**src/rtl/swrep_pkg.sv**
```systemverilog
package swrep_pkg;

  // Start bit + 8 data bits + stop bit
  localparam int FRAME_BITS = 10;
  localparam int NIBBLE_W   = 4;

  // Strobes passed from control to datapath
  typedef struct packed {
    logic loadFrame;  // take queue head and start a new frame
    logic bitTick;    // one bit period has elapsed
  } txStrobe_t;

  // Map a nibble onto the contiguous letters 'A'..'P'
  function automatic logic [7:0] nibbleToChar(input logic [NIBBLE_W-1:0] v);
    return 8'h41 + {4'h0, v};
  endfunction

endpackage

```
**src/rtl/swrep_fifo.sv**
```systemverilog
module swrep_fifo #(
  parameter int WIDTH = 4,
  parameter int DEPTH = 4   // power of two
) (
  input  logic             clk,
  input  logic             rst,
  input  logic             push,
  input  logic [WIDTH-1:0] wrData,
  input  logic             pop,
  output logic [WIDTH-1:0] rdData,
  output logic             full,
  output logic             empty
);

  localparam int AW = (DEPTH > 1) ? $clog2(DEPTH) : 1;

  logic [WIDTH-1:0] mem [DEPTH];
  logic [AW:0]      wrPtr;
  logic [AW:0]      rdPtr;
  logic             doPush;
  logic             doPop;

  always_comb begin
    empty  = (wrPtr == rdPtr);
    full   = (wrPtr[AW] != rdPtr[AW]) && (wrPtr[AW-1:0] == rdPtr[AW-1:0]);
    doPush = push && !full;
    doPop  = pop && !empty;
    rdData = mem[rdPtr[AW-1:0]];
  end

  always_ff @(posedge clk) begin
    if (rst) begin
      wrPtr <= '0;
      rdPtr <= '0;
    end else begin
      if (doPush) wrPtr <= wrPtr + 1'b1;
      if (doPop)  rdPtr <= rdPtr + 1'b1;
    end
  end

  always_ff @(posedge clk) begin
    if (doPush) mem[wrPtr[AW-1:0]] <= wrData;
  end

endmodule

```
**src/rtl/swrep_ctrl.sv**
```systemverilog
module swrep_ctrl
  import swrep_pkg::*;
#(
  parameter int CLKS_PER_BIT = 5208   // at least 2
) (
  input  logic      clk,
  input  logic      rst,
  input  logic      fifoEmpty,
  output txStrobe_t strobe,
  output logic      busy
);

  localparam int CW = $clog2(CLKS_PER_BIT);
  localparam logic [CW-1:0] LAST_CNT = CW'(CLKS_PER_BIT - 1);

  logic [FRAME_BITS-1:0] busyShift;
  logic [CW-1:0]         bitCnt;

  always_comb begin
    strobe.loadFrame = !busyShift[0] && !fifoEmpty;
    strobe.bitTick   = busyShift[0] && (bitCnt == LAST_CNT);
    busy             = busyShift[0];
  end

  always_ff @(posedge clk) begin
    if (rst) begin
      busyShift <= '0;
      bitCnt    <= '0;
    end else if (strobe.loadFrame) begin
      busyShift <= '1;
      bitCnt    <= '0;   // full-length start bit
    end else if (busyShift[0]) begin
      if (strobe.bitTick) begin
        bitCnt    <= '0;
        busyShift <= {1'b0, busyShift[FRAME_BITS-1:1]};
      end else begin
        bitCnt <= bitCnt + 1'b1;
      end
    end
  end

endmodule

```
**src/rtl/swrep_datapath.sv**
```systemverilog
module swrep_datapath
  import swrep_pkg::*;
#(
  parameter int FIFO_DEPTH  = 4,
  parameter int SYNC_STAGES = 2   // at least 2
) (
  input  logic                clk,
  input  logic                rst,
  input  logic [NIBBLE_W-1:0] swIn,
  input  txStrobe_t           strobe,
  output logic                fifoEmpty,
  output logic                txLine,
  output logic                overflow
);

  localparam int SCW = $clog2(SYNC_STAGES + 1);
  localparam logic [SCW-1:0] SETTLED = SCW'(SYNC_STAGES);

  logic [SYNC_STAGES-1:0][NIBBLE_W-1:0] syncPipe;
  logic [NIBBLE_W-1:0]   swSync;
  logic [NIBBLE_W-1:0]   lastVal;
  logic [SCW-1:0]        settleCnt;
  logic                  primed;
  logic                  changeSeen;
  logic                  fifoFull;
  logic [NIBBLE_W-1:0]   headVal;
  logic [FRAME_BITS-1:0] dataShift;

  // Synchronizer chain
  always_ff @(posedge clk) begin
    if (rst) begin
      syncPipe <= '0;
    end else begin
      syncPipe[0] <= swIn;
      for (int i = 1; i < SYNC_STAGES; i++) syncPipe[i] <= syncPipe[i-1];
    end
  end

  assign swSync = syncPipe[SYNC_STAGES-1];

  // Change detection; first report once the chain holds live data
  always_comb changeSeen = primed ? (swSync != lastVal) : (settleCnt == SETTLED);

  always_ff @(posedge clk) begin
    if (rst) begin
      settleCnt <= '0;
      primed    <= 1'b0;
      lastVal   <= '0;
    end else begin
      if (settleCnt != SETTLED) settleCnt <= settleCnt + 1'b1;
      if (changeSeen) begin
        primed  <= 1'b1;
        lastVal <= swSync;
      end
    end
  end

  swrep_fifo #(.WIDTH(NIBBLE_W), .DEPTH(FIFO_DEPTH)) u_fifo (
    .clk    (clk),
    .rst    (rst),
    .push   (changeSeen),
    .wrData (swSync),
    .pop    (strobe.loadFrame),
    .rdData (headVal),
    .full   (fifoFull),
    .empty  (fifoEmpty)
  );

  always_ff @(posedge clk) begin
    if (rst)                          overflow <= 1'b0;
    else if (changeSeen && fifoFull)  overflow <= 1'b1;
  end

  // Frame shift register: stop, data, start
  always_ff @(posedge clk) begin
    if (rst)                   dataShift <= '1;
    else if (strobe.loadFrame) dataShift <= {1'b1, nibbleToChar(headVal), 1'b0};
    else if (strobe.bitTick)   dataShift <= {1'b1, dataShift[FRAME_BITS-1:1]};
  end

  assign txLine = dataShift[0];

endmodule

```
**src/rtl/swrep_top.sv**
```systemverilog
module swrep_top
  import swrep_pkg::*;
#(
  parameter int CLKS_PER_BIT = 5208,
  parameter int FIFO_DEPTH   = 4,
  parameter int SYNC_STAGES  = 2
) (
  input  logic       clk,
  input  logic       rst,
  input  logic [3:0] swIn,
  output logic       txLine,
  output logic       busy,
  output logic       overflow
);

  txStrobe_t strobe;
  logic      fifoEmpty;

  swrep_ctrl #(.CLKS_PER_BIT(CLKS_PER_BIT)) u_ctrl (
    .clk       (clk),
    .rst       (rst),
    .fifoEmpty (fifoEmpty),
    .strobe    (strobe),
    .busy      (busy)
  );

  swrep_datapath #(.FIFO_DEPTH(FIFO_DEPTH), .SYNC_STAGES(SYNC_STAGES)) u_dp (
    .clk       (clk),
    .rst       (rst),
    .swIn      (swIn),
    .strobe    (strobe),
    .fifoEmpty (fifoEmpty),
    .txLine    (txLine),
    .overflow  (overflow)
  );

endmodule

```
**config.mk**
```make
export PLATFORM = sky130hd
export DESIGN_NAME = swrep_top
export DESIGN_NICKNAME = d
export VERILOG_FILES = /design/src/rtl/swrep_pkg.sv /design/src/rtl/swrep_fifo.sv /design/src/rtl/swrep_ctrl.sv /design/src/rtl/swrep_datapath.sv /design/src/rtl/swrep_top.sv
export SDC_FILE = /design/constraint.sdc
export NUM_CORES = 1
export LEC_CHECK = 0
export ABC_AREA = 1
export BUFFER_PORTS_ARGS = -buffer_cell sky130_fd_sc_hd__buf_4
export CORE_ASPECT_RATIO = 1.5
export CORE_MARGIN = 2
export CORE_UTILIZATION = 61
export DETAILED_ROUTE_END_ITERATION = 8
export PLACE_DENSITY = 0.75
export SYNTH_ARGS = -nofsm -noshare
export SYNTH_HDL_FRONTEND = slang
export SYNTH_SLANG_ARGS = --single-unit
```
**constraint.sdc**
```tcl
create_clock -name clk -period 2 [get_ports clk]
set_input_delay 0.5 -clock clk [delete_from_list [all_inputs] [get_ports clk]]
set_output_delay 0.5 -clock clk [all_outputs]
set_load 0.1 [all_outputs]
```
==> results_dict.tcl <==
set metrics [dict create \
    cts_resized 0 \
    synth_top_area_frac 0.3511 \
    vias 2431 \
    synth_warnings 0 \
    p_comb_frac 0.360 \
    yosysTopAreaCell "dfxtp_1" \
    regArea_um2 1602 \
    placed_area_um2 3326 \
    worst_skew_pair.late_latency_ns 0.34 \
    grt_use_met3 0.04982 \
    n_antenna_cell 0 \
    grt_usage 0.2256 \
    grt_pass1_wl_mm 10.23 \
    start_util 0.6280 \
    slew_viol_final 0 \
    pwr-share-clk 0.226 \
    antenna_found_initial 0 \
    p_int_w 0.002957 \
    port_buffers 8 \
    dp_hpwl_mm 4.279 \
    worstMarginPinSlew_ns 0.3864 \
    via_per_inst 5.075 \
    drive_gt1_frac 0.1338 \
    hold_path.class "in -> reg" \
    fin_crit_sh 0.8410 \
    powerDensity_nw_per_um2 1403 \
    drt_iter0_markers 115 \
    worstSetupPathType "reg -> reg" \
    worst_ep_arrival_time_ns 1.69 \
    crit_path_start "u_dp.u_fifo.wrPtr[0]" \
    ios 9 \
    synth_compound_area_frac 0.06622 \
    grt_overflow 0 \
    synthArstFlopShare 0 \
    cp-end-kind "flip-flop" \
    grt_pass1_vias 2444 \
    setup_violations 0 \
    multiInputGateArea_um2 1358 \
    synthXorXnorAreaFrac 0.03292 \
    synth_top_family_by_area "simple AND/OR/NAND/NOR gates" \
    ir_worst_vdd_mv 0.7062 \
    synth_edf_count 16 \
    ys_seq_area_frac 0.5016 \
    fill_cells 447 \
    drc 0 \
    avgSynthCellArea_um2 8.187 \
    nNetsFinal 420 \
    busiest_layer "met2" \
    fmax_mhz 594.5 \
    finalSetupTns_ns 0 \
    clockBufferDepth 2 \
    ys_top_cells_by_count "nand2_1 (97), dfxtp_1 (56), nor2_1 (54), inv_1 (41), nand3_1 (20)" \
    r2r_setup_slack_ns 0.32 \
    syn-num-nets 404 \
    final_cell_area_um2 3520 \
    hold_buffers 0 \
    dieHeight_um 92.61 \
    drt-total-wl_mm 5.740 \
    gr-usage-met2 0.4335 \
    rows 32 \
    die_w_um 63.08 \
    cts_buffers 9 \
    globalplace.congestion 0.8707 \
    reg2reg_depth 6 \
    firstDrtPassIters 5 \
    outcome "complete, no violations" \
    r2r_start "u_dp.u_fifo.wrPtr[0]" \
    max-cap-violations 0 \
    cts_htree_levels 3 \
    r2r-end "u_dp.u_fifo.mem[0][1]" \
    synth.ff_latch_count 72 \
    fin_util 0.6922 \
    crit_required_ns 2.01 \
    netlist_area_um2 3193 \
    finClkSkew_ns 0.006509 \
    rsz0062_at_grt "false" \
    switching_share 0.4012 \
    period_needed_ns 1.682 \
    ys.flop_type "dfxtp_1" \
    synth-adder-area-share 0.03135 \
    met1_usage 0.2243 \
    dieArea_um2 5841 \
    power_frac_seq 0.414 \
    clk_pin_slew_ns 0.08 \
    cts-root-buf "clkbuf_8" \
    wl_per_cell_um 11.98 \
    synth.most_common_cell "nand2_1" \
    relSlewSlack 0.7401 \
    coreArea_um2 5085 \
    hold_viol 0 \
    cts_sinks 72 \
    power_w 0.004937 \
    endpoint "u_dp.u_fifo.mem[0][1]" \
    grt_max_degree 19 \
    p_switching_w 0.001981 \
    synth_mux_area_frac 0 \
    synth.area.top_cells "dfxtp_1 (35%), edfxtp_1 (15%), nand2_1 (11%), nor2_1 (6.3%), inv_1 (4.8%)" \
    synth-simple-area-share 0.2947 \
    ys_types 36 \
    postCtsSetupBuffers 0 \
    cp_max_fo 9 \
    syn2layout_area_growth_pct 10.23 \
    synthCells 390 \
    detail-route-antenna-nets 0 \
    cts_tree "yes" \
    p_leak_nw 1.545 \
    start_kind "flip-flop" \
]
placed cells by master (no fill, tap or decap), drive strengths merged, types with 2 or more instances in the layout:
cell type	instances
nand4	10
xnor2	3
nor2	60
nand3	23
buf	12
dfxtp	56
a21oi	19
nor3	3
clkinvlp	3
o21ai	18
clkinv	4
xor2	9
edfxtp	16
ha	8
or2	2
inv	47
clkbuf	9
nand2	104
stage by stage:
step | hold WS (ns) | setup slack [ns] | instances
after floorplan | 0.3883 | 0.06111 | 390
after global placement | 0.3898 | 0.3965 | 463
after detailed placement | 0.3957 | 0.3098 | 463
after CTS | 0.3492 | 0.2955 | 479
after global routing | 0.3467 | 0.1558 | 479
final | 0.3571 | 0.3180 | 479
metal layers:
metal	vias up	wire, um
li1	1272	-
met1	1107	2231
met2	35	3211
met3	17	158
met4	0	139
met5	-	0
flip-flops by register name, summed over array words and instances (netlist names), 2 cells and up, named ones only:
name and count:
u_dp.u_fifo.wrPtr 3, u_dp.swSync 4, u_dp.u_fifo.mem 16, u_dp.settleCnt 2
u_dp.dataShift 9, u_ctrl.busyShift 10, u_dp.lastVal 4, u_ctrl.bitCnt 13
u_dp.u_fifo.rdPtr 3, u_dp.syncPipe 4
how the worst min path moves through the flow:
stage	from	to	slack [ns]	cells past startpoint
after CTS	swIn[2]	u_dp.syncPipe[2]	0.35	3
after global placement	u_dp.syncPipe[3]	u_dp.swSync[3]	0.39	2
after floorplan	u_dp.syncPipe[0]	u_dp.swSync[0]	0.39	2
after detailed placement	u_dp.syncPipe[3]	u_dp.swSync[3]	0.40	2
after global routing	swIn[2]	u_dp.syncPipe[2]	0.35	3
final	swIn[3]	u_dp.syncPipe[3]	0.36	3
cell families after synthesis:
kind of cell,count (synthesis)
simple gates,204
compound gates,39
flops,72
xor+xnor,12
buf+inv,55
fa+ha+maj,8
power groups by stage:
stage | combinational (W) | sequential, W | clock, W
final | 0.00178 | 0.00204 | 0.00111
after global routing | 0.00204 | 0.00209 | 0.00119
after CTS | 0.00180 | 0.00204 | 0.00113
after detailed placement | 0.00179 | 0.00207 | 0
after global placement | 0.00175 | 0.00206 | 0
after floorplan | 0.00136 | 0.00214 | 0
cell type report:
class,count,share of cell area
clock buffers,9,0.03519
clock inverters,7,0.01991
inverters,48,0.05439
multi-input cells,263,0.3857
flip-flops and latches,72,0.4550
well taps,68,0.02417
repair buffers,12,0.02560
worst max-delay path: stages (launching register included):
cell     delay (ns)
dfxtp_1        0.41
inv_2          0.08
nand2_1        0.07
nand2_1        0.07
nand4_1        0.17
nand3_2        0.21
nor2_1         0.34
Note: power is estimated with default switching activity, not from simulation.
